### config.mk
export PLATFORM = sky130hd
export DESIGN_NAME = i2c_rx_target
export DESIGN_NICKNAME = d
export VERILOG_FILES = /design/src/rtl/i2c_rx_target.sv
export SDC_FILE = /design/constraint.sdc
export NUM_CORES = 1
export LEC_CHECK = 0
export BUFFER_PORTS_ARGS = -buffer_cell sky130_fd_sc_hd__buf_4
export CAP_MARGIN = 20
export CORE_MARGIN = 3
export CORE_UTILIZATION = 55
export CTS_CLUSTER_DIAMETER = 120
export DETAILED_ROUTE_END_ITERATION = 12
export GPL_ROUTABILITY_DRIVEN = 0
export PLACE_DENSITY_LB_ADDON = 0.3
export SLEW_MARGIN = 20
export SYNTH_ARGS = -nofsm -noshare
export SYNTH_HDL_FRONTEND = slang
export SYNTH_SLANG_ARGS = --single-unit
export TNS_END_PERCENT = 50
### constraint.sdc
create_clock -name clk -period 1.9 [get_ports clk]
set_input_delay 0.38 -clock clk [delete_from_list [all_inputs] [get_ports clk]]
set_output_delay 0.38 -clock clk [all_outputs]
set_load 0.01 [all_outputs]
### src/rtl/i2c_rx_target.sv
module i2c_rx_target #(
  parameter logic [6:0] TARGET_ADDR = 7'h42
) (
  input  logic       clk,
  input  logic       rst_n,
  input  logic       scl_i,
  input  logic       sda_i,
  output logic       scl_pull_o,
  output logic       sda_pull_o,
  input  logic       cfg_we,
  input  logic       cfg_nack,
  input  logic       cfg_str_en,
  input  logic       cfg_str_at8,
  input  logic       abort_i,
  input  logic       release_i,
  output logic       nack_o,
  output logic       dir_o,
  output logic       rx_valid_o,
  output logic [7:0] rx_data_o
);

  typedef enum logic [1:0] {ST_IDLE, ST_ADDR, ST_WR, ST_SKIP} st_t;

  st_t        state_q;
  logic [2:0] scl_q, sda_q;
  logic [3:0] cnt_q;
  logic [7:0] shreg_q;
  logic       nack_q, str_en_q, str_at8_q, dir_q;
  logic       sda_pull_q, scl_pull_q, rx_valid_q;
  logic [7:0] rx_data_q;

  wire scl_s     = scl_q[1];
  wire scl_p     = scl_q[2];
  wire sda_s     = sda_q[1];
  wire sda_p     = sda_q[2];
  wire scl_rise  = scl_s & ~scl_p;
  wire scl_fall  = ~scl_s & scl_p;
  wire start_det = scl_s & scl_p & sda_p & ~sda_s;
  wire stop_det  = scl_s & scl_p & ~sda_p & sda_s;
  wire active    = (state_q == ST_ADDR) || (state_q == ST_WR);
  wire addr_hit  = (shreg_q[7:1] == TARGET_ADDR);
  wire addr_done = (state_q == ST_ADDR) && scl_fall && (cnt_q == 4'd8);

  assign scl_pull_o = scl_pull_q;
  assign sda_pull_o = sda_pull_q;
  assign nack_o     = nack_q;
  assign dir_o      = dir_q;
  assign rx_valid_o = rx_valid_q;
  assign rx_data_o  = rx_data_q;

  always_ff @(posedge clk or negedge rst_n) begin
    if (!rst_n) begin
      scl_q <= 3'b111;
      sda_q <= 3'b111;
    end else begin
      scl_q <= {scl_q[1:0], scl_i};
      sda_q <= {sda_q[1:0], sda_i};
    end
  end

  always_ff @(posedge clk or negedge rst_n) begin
    if (!rst_n) begin
      nack_q    <= 1'b0;
      str_en_q  <= 1'b0;
      str_at8_q <= 1'b0;
    end else begin
      if (cfg_we) begin
        str_en_q  <= cfg_str_en;
        str_at8_q <= cfg_str_at8;
      end
      if (abort_i)     nack_q <= 1'b1;
      else if (cfg_we) nack_q <= cfg_nack;
    end
  end

  always_ff @(posedge clk or negedge rst_n) begin
    if (!rst_n) begin
      state_q    <= ST_IDLE;
      cnt_q      <= 4'd0;
      shreg_q    <= 8'd0;
      dir_q      <= 1'b0;
      sda_pull_q <= 1'b0;
      scl_pull_q <= 1'b0;
      rx_valid_q <= 1'b0;
      rx_data_q  <= 8'd0;
    end else begin
      rx_valid_q <= 1'b0;
      if (release_i) scl_pull_q <= 1'b0;
      if (stop_det) begin
        state_q    <= ST_IDLE;
        cnt_q      <= 4'd0;
        sda_pull_q <= 1'b0;
        scl_pull_q <= 1'b0;
      end else if (start_det) begin
        state_q    <= ST_ADDR;
        cnt_q      <= 4'd0;
        sda_pull_q <= 1'b0;
        scl_pull_q <= 1'b0;
      end else if (active) begin
        if (scl_rise && cnt_q < 4'd8) begin
          shreg_q <= {shreg_q[6:0], sda_s};
          cnt_q   <= cnt_q + 4'd1;
        end else if (scl_rise) begin
          cnt_q <= 4'd9;
        end
        if (scl_fall && cnt_q == 4'd8) begin
          if (state_q == ST_ADDR && !addr_hit) begin
            state_q <= ST_SKIP;
          end else begin
            sda_pull_q <= ~nack_q;
            if (str_en_q && str_at8_q) scl_pull_q <= 1'b1;
            if (state_q == ST_ADDR) begin
              dir_q <= shreg_q[0];
            end else begin
              rx_valid_q <= 1'b1;
              rx_data_q  <= shreg_q;
            end
          end
        end
        if (scl_fall && cnt_q == 4'd9) begin
          cnt_q      <= 4'd0;
          sda_pull_q <= 1'b0;
          if (str_en_q && !str_at8_q) scl_pull_q <= 1'b1;
          if (state_q == ST_ADDR) state_q <= dir_q ? ST_SKIP : ST_WR;
        end
      end
    end
  end

  AST_ABORT_NACK: assert property (@(posedge clk) disable iff (!rst_n)
    abort_i |=> nack_o);
  AST_STRETCH_HOLD: assert property (@(posedge clk) disable iff (!rst_n)
    scl_pull_o && !release_i && !start_det && !stop_det |=> scl_pull_o);
  AST_NO_STRETCH_OFF: assert property (@(posedge clk) disable iff (!rst_n)
    !str_en_q && !scl_pull_o |=> !scl_pull_o);
  AST_DIR_STABLE: assert property (@(posedge clk) disable iff (!rst_n)
    !addr_done |=> $stable(dir_o));
  AST_SKIP_QUIET: assert property (@(posedge clk) disable iff (!rst_n)
    (state_q == ST_SKIP) |-> !sda_pull_o && !rx_valid_o);
  AST_IDLE_RELEASED: assert property (@(posedge clk) disable iff (!rst_n)
    (state_q == ST_IDLE) |-> !sda_pull_o && !scl_pull_o);
  AST_CNT_RANGE: assert property (@(posedge clk) disable iff (!rst_n)
    cnt_q <= 4'd9);
  AST_SDA_PULL_LOW: assert property (@(posedge clk) disable iff (!rst_n)
    $rose(sda_pull_o) |-> !scl_i);

endmodule

**After elaboration in Yosys (flattened, before gate mapping)**

Cells that the tools add are included.

- Add/sub/neg operators: 1
- Reductions and logical operators: 18
- Bitwise logic cells: 16
- Magnitude comparators: 1
- Multiplexer cells: 37
- Equality and inequality tests: 6

Operator list:

| operator | count |
|---|---|
| $mux 1 | 24 |
| $mux 4 | 6 |
| $mux 2 | 7 |
| $reduce_and 6->1 | 2 |
| $not 1->1 | 9 |
| $eq 4x4->1 const B | 2 |
| $and 1x1->1 | 7 |
| $eq 7x7->1 const B | 1 |
| $logic_and 1x1->1 | 6 |
| $reduce_bool 5->1 | 1 |
| $add 4x1->4 const B | 1 |
| $lt 4x4->1 const B | 1 |
| $ne 4x3->1 const B | 1 |
| $reduce_and 4->1 | 1 |
| $reduce_bool 4->1 | 1 |
| $reduce_and 3->1 | 1 |
| $reduce_bool 3->1 | 1 |
| $eq 2x1->1 const B | 1 |
| $eq 2x2->1 const B | 1 |
| $logic_not 1->1 | 2 |
| $reduce_and 2->1 | 1 |
| $reduce_bool 2->1 | 1 |
| $logic_or 1x1->1 | 1 |

- Output and inout port bits: 13
- Logic and storage cells: 92
- Bits of input ports: 10
- Register bits: 35

**Longest topological paths before layout**

Gate-level depths: netlist (run 1).

- Word-level depth: 10
- Depth in mapped cells: 7
- Depth with buffers taken out: 6

**Least setup slack after synthesis (run 1)**

OpenSTA, ideal clock, no wires.

- Path kind: reg2reg
- From: reg state_q[0]
- To: reg shreg_q[0]
- Arrival time: 1.530 ns
- Required time: 1.775 ns
- Setup time: 0.125 ns
- Path buffers: 0
- Slack: 0.245 ns
- Cell stages (with the launch flop): 4
- Period minus slack after synthesis: 1.655 ns
- Cells stage by stage: dfrtp_1 -> ha_1 -> nor3_2 -> mux2_2

- Cells in the longest elaborated chain, start to end: 3
- Elaborated cells between the ends (all ways): 4
- Those cells by class: eq/ne: 2; reduce/logical: 2

Ends and longest elaborated chain:

| item | RTL line | text |
|---|---|---|
| from (decl) | 24 | `st_t state_q;` |
| from (signal assigned) | 124 | `if (state_q == ST_ADDR) state_q <= dir_q ? ST_SKIP : ST_WR;` |
| $eq 2x1->1 or $eq 2x2->1 (tied branches) | 40 | `wire active = (state_q == ST_ADDR) \|\| (state_q == ST_WR);` |
| $logic_or 1x1->1 (*) | 40 |  |
| $reduce_and 4->1 (no source line) (*) | n/a |  |
| to (signal assigned) | 101 | `shreg_q <= {shreg_q[6:0], sda_s};` |
| to (decl) | 27 | `logic [7:0] shreg_q;` |

Every way passes the cells marked *; elsewhere a longest branch is shown, timed or not.
A chain may end at the register's enable or synchronous reset.

**Worst setup path after layout (run 1)**

- From: reg state_q[0]
- To: reg rx_data_q[1] (netlist: rx_data_o[1])

- Cells in the longest elaborated chain, start to end: 4
- Elaborated cells between the ends (all ways): 7
- Those cells by class: eq/ne: 2; bitwise: 2; reduce/logical: 3

Ends and longest elaborated chain:

| item | RTL line | text |
|---|---|---|
| $eq 2x1->1 | 40, 107, 112 |  |
| $logic_and 1x1->1 | 107 | `if (state_q == ST_ADDR && !addr_hit) begin` |
| $not 1->1 (no source line) | n/a |  |
| $reduce_and 6->1 (no source line) (*) | n/a |  |
| to (signal assigned) | 116 | `rx_data_q <= shreg_q;` |
| to (decl) | 30 | `logic [7:0] rx_data_q;` |

Marks and branches as above.

==> results.md, run 1 <==
- At the pin with the least slew margin, the transition time is roughly 0.51 ns.
- Compared with the post-synthesis result, the final layout area differs by 18.3%.
- The floorplan step set the die width to 59.8 µm.
- Setup repair after global routing left no endpoint under its margin.
- The later-pin clock latency in the skew report is approximately 0.33 ns.
- The endpoint identified for the worst register-to-register timing path is rx_data_o[1].
- The final clock skew is between 0.01 and 0.015 ns.
- The final-stage net count is roughly 160.
- The cell count of the worst reg-to-reg path is 5.
- The detailed-router iteration count before antenna repair is 4.
- The post-route cell area is roughly 1900 µm².
- After detailed routing, the number of vias per cell comes to 5.82.
- The startpoint class of the critical path is a flop.
- The number of buffers created by CTS is 5.
- The synthesized instance count is approximately 120.
- For this run, the total global-route usage over all layers was measured as 0.178.
- After synthesis, the mean cell area works out to 13.5 µm².
- STA classifies the critical path endpoint as a flop.
- The fraction of power spent switching nets is 0.217.
- The number of top-level design ports is 23.
- Summed over all instances, the cell type with the most area after synthesis is dfrtp_1.
- After the first detailed-routing iteration, the DRC count stood at 37.
- The highest attainable clock frequency is 567 MHz.
- The library cell used most frequently in the layout, excluding fill and tap cells, is dfrtp_1.
- The filler cell count in the final layout is 190.
- The clock passes through at most 2 buffers.
- The flow ran to the end, and the final reports show no timing, DRC or antenna violations.
- The hold-critical path depth is 1.
- Summed over all cells, the static leakage comes to 0.893 nW.
- In the post-route analysis, the smallest setup slack over all paths is 0.136 ns.
- Final hold analysis gives a worst-case slack of 0.151 ns.
- On the critical path the largest part of the delay comes from flip-flops.
- The pre-CTS worst setup slack is 0.144 ns.
- In the final timing run, aggregate negative setup slack is 0 ns.
- Counting I/O delays and the setup requirement, the final critical path takes 1.76 ns.
- The share of the synthesized area in the top cell type is 0.457.
- The remaining design rule violation count is 0.
- The number of standard-cell rows in the floorplan is 18.
- In the layout the commonest cells are 29 x dfrtp_1, 23 x buf_4, 16 x mux2_2.
- The tool flagged a number of max-cap violations equal to 0.
- For this run the aggregate overflow at the end of global routing stands at 0.
- Walking the worst path, the cells encountered are ha_1, inv_1, nand3_4, nor2_8, mux2_2.
- The core outline area is 2610 µm².
- The end-of-flow core utilization is 0.719.
- The count of antenna-violating nets left after detailed routing is 0.
- The largest individual stage delay along the critical path comes from the cell dfrtp_1.
- Yosys printed 0 warnings.
- Gates resized during post-CTS repair numbered 0.
- The type of the tightest min-delay check is in2reg.
- For this design the ratio of total power to cell area is 727 nW/µm².
- The mean routed wirelength per cell is 15.3 µm.
- In this run the cell area of the synthesized design comes to roughly 1600 µm².
- The number of different library cells in the post-synthesis netlist is 39.
- The maximum vdd ir drop is 874 µV.
- Detailed placement ended at an HPWL of between 1500 and 2000 µm.
- After synthesis the netlist holds a flip-flop and latch count of 35.
- The H-tree was split into 2 levels.
- The post-CTS setup-driven buffer insertion count is 0.
- The number of global-route vias before repair is approximately 1,100.
- The longest individual stage delay on the worst path is around 0.43 ns.
- The share of total power dissipated in combinational logic is 0.044.
- When the netlist entered floorplanning its net count stood at 133.
- The detailed-route wire length is 2750 µm.
- The hold violation count in the final report was 0.
- The data arrival time of the critical path is roughly 2.0 ns.
- The count of input and output buffers is 22.
- The first global-routing pass estimated between 4000 and 5000 µm of wire.
- The startpoint of the tightest hold check path is scl_i.
- The number of setup violations in the final report is 0.
- Sorting the synthesized cells by area gives the leading types as dfrtp_1 46%, mux2_2 11%, dfstp_2 9.9%, ha_1 3.9%, mux2_1 2.1%.
- The flop-to-flop setup slack is 0.14 ns.
- In this run the cell area measured after placement is 1790 µm².
- The share of final-layout standard cells stronger than drive strength 1 is 0.416.
- The initial antenna violation count was 0.
- The clock-pin slew on the worst setup and hold paths is between 0.1 and 0.15 ns.
- Of the total power, registers draw 0.567.
- The largest fanout on the critical path is 9.
- In this run the tightest slew margin relative to its limit is 0.658.
- The worst setup path is of the reg2reg kind.
- From bottom edge to top edge, the die measures about 60 µm.
- For the worst setup path, the data required time is 2.12 ns.
- The source of the worst register-to-register timing path is state_q[0].
- The repair_antennas step left the layout with diodes totalling 0.
- The total net switching power is around 0.3 mW.
- Clock tree synthesis selected as its root buffer the cell clkbuf_4.
- Internal power comes to 1.07 mW.
- Counting both buffers and inverters, the worst setup path holds a total of 1.
- Of the synthesized area, sequential elements account for 0.556.
- The pin count of the biggest net entering global routing is 36.
- The CTS tree is done.
- For this configuration, the core starts out at a cell density of 0.608.
- The die covers 3570 µm².
- Summing over every cut layer, the via total after detailed routing is 1,041.
- The path with the worst hold slack has its endpoint at scl_q[0].
- The share of total power dissipated in the clock network is 0.389.
- The clock sink count is 35.
- Of the available clock period, the critical path in the final layout requires 0.928.
- The count of pins over their slew limit is 0.
==> layout make-up <==
type | instances | area, µm² | area share
flip-flops and latches | 35 | 883 | 0.470
multi-input cells | 77 | 676 | 0.360
repair buffers | 24 | 183 | 0.0972
clock inverters | 3 | 43.8 | 0.0233
clock buffers | 5 | 37.5 | 0.0200
well taps | 30 | 37.5 | 0.0200
inverters | 5 | 18.8 | 0.00999
==> cells in the mapped netlist (all sizes together) <==
cell and number:
a21o 1, dfstp 6, nor2 6, buf 1, a31oi 1, or2 1
inv 5, o21bai 1, ha 5, and4bb 1, o311ai 2, and2 1
and3 1, dfrtp 29, o2111ai 1, nand2 2, o41ai 2, a21oi 3
mux2 19, o22ai 1, a41oi 2, nand3 6, nand2b 3, nor4b 1
a211o 2, o21ai 1, o221a 1, nand3b 3, xnor2 1, a221o 1
nor3 3, o211ai 1, nor2b 4
==> through the flow <==
stage	total power, mW	instances
2_1_floorplan	0.810	118
3_3_place_gp	0.846	170
3_5_place_dp	0.848	170
4_1_cts	1.38	179
5_1_grt	1.42	179
6_report	1.37	179
==> per-layer routing <==
layer,routed length [µm],track usage
met1,1240,0.220
met5,0,0
met4,55,0.123
met3,159,0.0410
met2,1300,0.275
==> power groups by stage <==
stage / registers [mW] / logic, mW / clock network [mW]
after floorplan: 0.786 / 0.0240 / 0
after global placement: 0.788 / 0.0584 / 0
after detailed placement: 0.789 / 0.0597 / 0
after CTS: 0.775 / 0.0614 / 0.540
after global routing: 0.778 / 0.0670 / 0.578
final: 0.775 / 0.0602 / 0.531
==> logic make-up (layout without fill, tap and decap cells) <==
family | after synthesis | count (layout) | synth area share
flip-flops | 35 | 35 | 0.556
AND/OR/NAND/NOR | 32 | 32 | 0.141
AO/OA/AOI/OAI | 20 | 20 | 0.105
multiplexers | 19 | 19 | 0.135
buffers and inverters | 6 | 37 | 0.0189
adder cells (fa/ha/maj) | 5 | 5 | 0.0394
XOR/XNOR | 1 | 1 | 0.00551
==> worst max-delay path by stage <==
stage	from	endpoint	slack, ns	cells past startpoint
final	state_q[0]	rx_data_o[1]	0.14	5
after global routing	state_q[0]	rx_data_o[0]	0.06	5
after CTS	state_q[0]	rx_data_o[0]	0.13	5
after detailed placement	state_q[0]	rx_data_o[0]	0.14	5
after global placement	shreg_q[3]	dir_o	0.22	4
after floorplan	state_q[0]	shreg_q[0]	0.24	3
==> sequential cells by signal, summed over array words and instances, names as in the netlist, 2 cells and up <==
register	count
scl_q	3
rx_data_o	8
sda_q	3
cnt_q	4
state_q	2
shreg_q	8
==> timing repair <==
action / CTS / global route
endpoints found under the setup margin: 0 / 0
endpoints found under the hold margin: 29 / 0
hold buffers: 1 / 0
(Power assumes the default switching activity.)
==> run 2, diff against run 1 <==
--- a/config.mk
+++ b/config.mk
@@ -5,8 +5,7 @@
 export SDC_FILE = /design/constraint.sdc
 export NUM_CORES = 1
 export LEC_CHECK = 0
-export BUFFER_PORTS_ARGS = -buffer_cell sky130_fd_sc_hd__buf_4
-export CAP_MARGIN = 20
+export BUFFER_PORTS_ARGS = -buffer_cell sky130_fd_sc_hd__clkbuf_2
 export CORE_MARGIN = 3
 export CORE_UTILIZATION = 55
 export CTS_CLUSTER_DIAMETER = 120
==> results.md, run 2 (synthesis results as in run 1) <==
- The die area is 3570 µm².
- Measured along the y axis, the die boundary spans 59.8 µm.
- The number of top-level design ports is 23.
- The final clock skew is 0.00498 ns.
- The highest attainable clock frequency is 553 MHz.
- For the pin with the worst max-slew slack, the measured transition is approximately 0.59 ns.
- Using the TritonRoute via totals, the vias-per-cell ratio works out to roughly 6.0.
- The CTS tree is done.
- Clock-pin slew was measured on the worst setup and hold paths at 0.10 ns.
- The floorplan step set the die width to 59.8 µm.
- The cell count of the worst reg-to-reg path is 5.
- The number of global-route vias before repair was 1,063.
- The placed standard-cell area is 1740 µm².
- Clock tree synthesis found a total of 35 sinks.
- The worst-path cell with the longest stage delay is dfrtp_1.
- The finished cells cover between 1500 and 2000 µm².
- At the later pin of the worst-skew pair, clock insertion delay measures 0.33 ns.
- The antenna diode instance count is 0.
- The required time at the worst-slack endpoint is 2.12 ns.
- The final cell count without fillers is ~180.
- The initial antenna violation count came to 0.
- For this run, the post-layout net count is between 150 and 200.
- The filler cell count in the final layout is 190.
- The remaining design rule violation count is 0.
- The most common cell after layout, fill and taps aside is dfrtp_1.
- The detail route stage leaves a number of antenna-violating nets equal to 0.
- The post-CTS setup-driven buffer insertion count is 0.
- The clock tree root buffer cell is clkbuf_4.
- The initial DRC count is 82.
- Entering global routing, the biggest net connects 36 pins.
- The maximum vdd ir drop is 555 µV.
- Traced cell by cell, the critical path runs through ha_1, inv_1, nand3_4, nor2_8, mux2_2.
- After clock tree synthesis, the flow added hold-fix buffers numbering 0.
- Buffers inserted during clock tree synthesis total 5.
- The completed layout was analyzed and its total power is 1.20 mW.
- In this run, post-CTS repair resized a total of 0 instances.
- Before antenna repair, the detailed router went through 4 iterations.
- Dividing the final minimum period by the clock period gives 0.951.
- Setup violations remaining at the end of the flow were counted as 0.
- For this configuration, the core starts out at a cell density of 0.608.
- The type of the tightest min-delay check is in2async.
- For this design the static power due to leakage is 0.862 nW.
- Broken down by cell family, the worst path's largest delay share belongs to flip-flops.
- The total overflow reported by the global router is 0.
- The total routing resource utilization after global routing is 0.206.
- The power density normalized to cell area is 670 nW/µm².
- The first-pass GRT wire length is approximately 5300 µm.
- The area added between synthesis and finish is 13.0%.
- The largest fanout on the critical path is 9.
- The library cells used most frequently in the layout, excluding fill and tap cells, are 29 x dfrtp_1, 22 x clkbuf_2, 16 x mux2_2.
- STA classifies the critical path endpoint as a flop.
- In this run the number of cells on the critical path is 5.
- By startpoint and endpoint, the worst setup path is classified as reg2reg.
- The number of maximum-capacitance constraint violations is 0.
- The total negative slack for setup checks is 0 ns.
- The buffering stage count on the worst path with inverters included is 1.
- The final critical path time including I/O delays and setup is 1.81 ns.
- The flow ran to the end, and the final reports show no timing, DRC or antenna violations.
- Summed over all layers, the routed wires come to between 2000 and 3000 µm.
- The mean routed wirelength per cell is 16.7 µm.
- The count of input and output buffers is 22.
- Setup repair after global routing left no endpoint under its margin.
- The flop-to-flop setup slack is 0.09 ns.
- In the final layout, the share of cells above drive strength 1 is 0.416.
- The core outline area is 2610 µm².
- The number of standard-cell rows in the floorplan is 18.
- The hold violation count in the final report is 0.
- The post-detailed-placement half-perimeter wirelength is 2230 µm.
- The end-of-flow core utilization is 0.687.
- In this run the deepest clock path goes through 2 buffers.
- The data arrival time of the critical path is 2.02 ns.
- The count of pins over their slew limit is 0.
- In this run the number of H-tree levels came out at 2.
- The startpoint class of the critical path is a flop.
- Counting tap cells, the placed design contains a total of 171 instances.
- In this run the tightest slew margin relative to its limit is 0.604.
- The total via count after detailed routing is around 1,100.
- The largest single stage delay on the critical path is roughly 0.43 ns.
run 2: cell types whose count changed in the layout (fill, tap and decap cells not counted):
cell,change
bufinv_16,-1
dlygate4sd3_1,-1
clkbuf_1,+2
buf_4,-21
nor3_2,+1
nor3_1,-1
clkinv_4,-1
clkbuf_2,+22
run 2: metal layers:
metal / vias up / track usage / routed length [µm]
met3: 7 / 0.0734 / 161
li1: 499 / - / -
met1: 544 / 0.261 / 1240
met4: 0 / 0.0823 / 36
met2: 29 / 0.321 / 1550
met5: - / 0 / 0
run 2: final timing paths:
path / startpoint / to
max in group asynchronous: rst_n / sda_q[0]
worst min register to register: scl_q[0] / scl_q[1]
min in group clk: scl_i / scl_q[0]
worst min-delay path: rst_n / cnt_q[3]
worst max-delay path: state_q[0] / rx_data_o[1]
worst max register to register: state_q[0] / rx_data_o[1]
run 2: where the power goes:
part	internal [mW]	total (mW)	switching, mW
clock	0.144	0.372	0.228
sequential	0.763	0.775	0.0120
combinational	0.0233	0.0553	0.0320
run 2: cell type report:
class,instances,area [µm²],area share
Sequential cell,35,883,0.492
Timing Repair Buffer,24,125,0.0697
Multi-Input combinational cell,77,681,0.379
Tap cell,30,37.5,0.0209
Inverter,5,18.8,0.0105
Clock inverter,1,5.00,0.00279
Clock buffer,7,45.0,0.0251
run 2: metrics by stage:
| stage | hold slack [ns] | setup WS, ns |
|---|---|---|
| 3_3_place_gp | 0.345 | 0.219 |
| 6_report | 0.0592 | 0.0923 |
| 2_1_floorplan | 0.0844 | 0.245 |
| 3_5_place_dp | 0.347 | 0.104 |
| 5_1_grt | 0.0713 | 0.0188 |
| 4_1_cts | 0.0645 | 0.0835 |
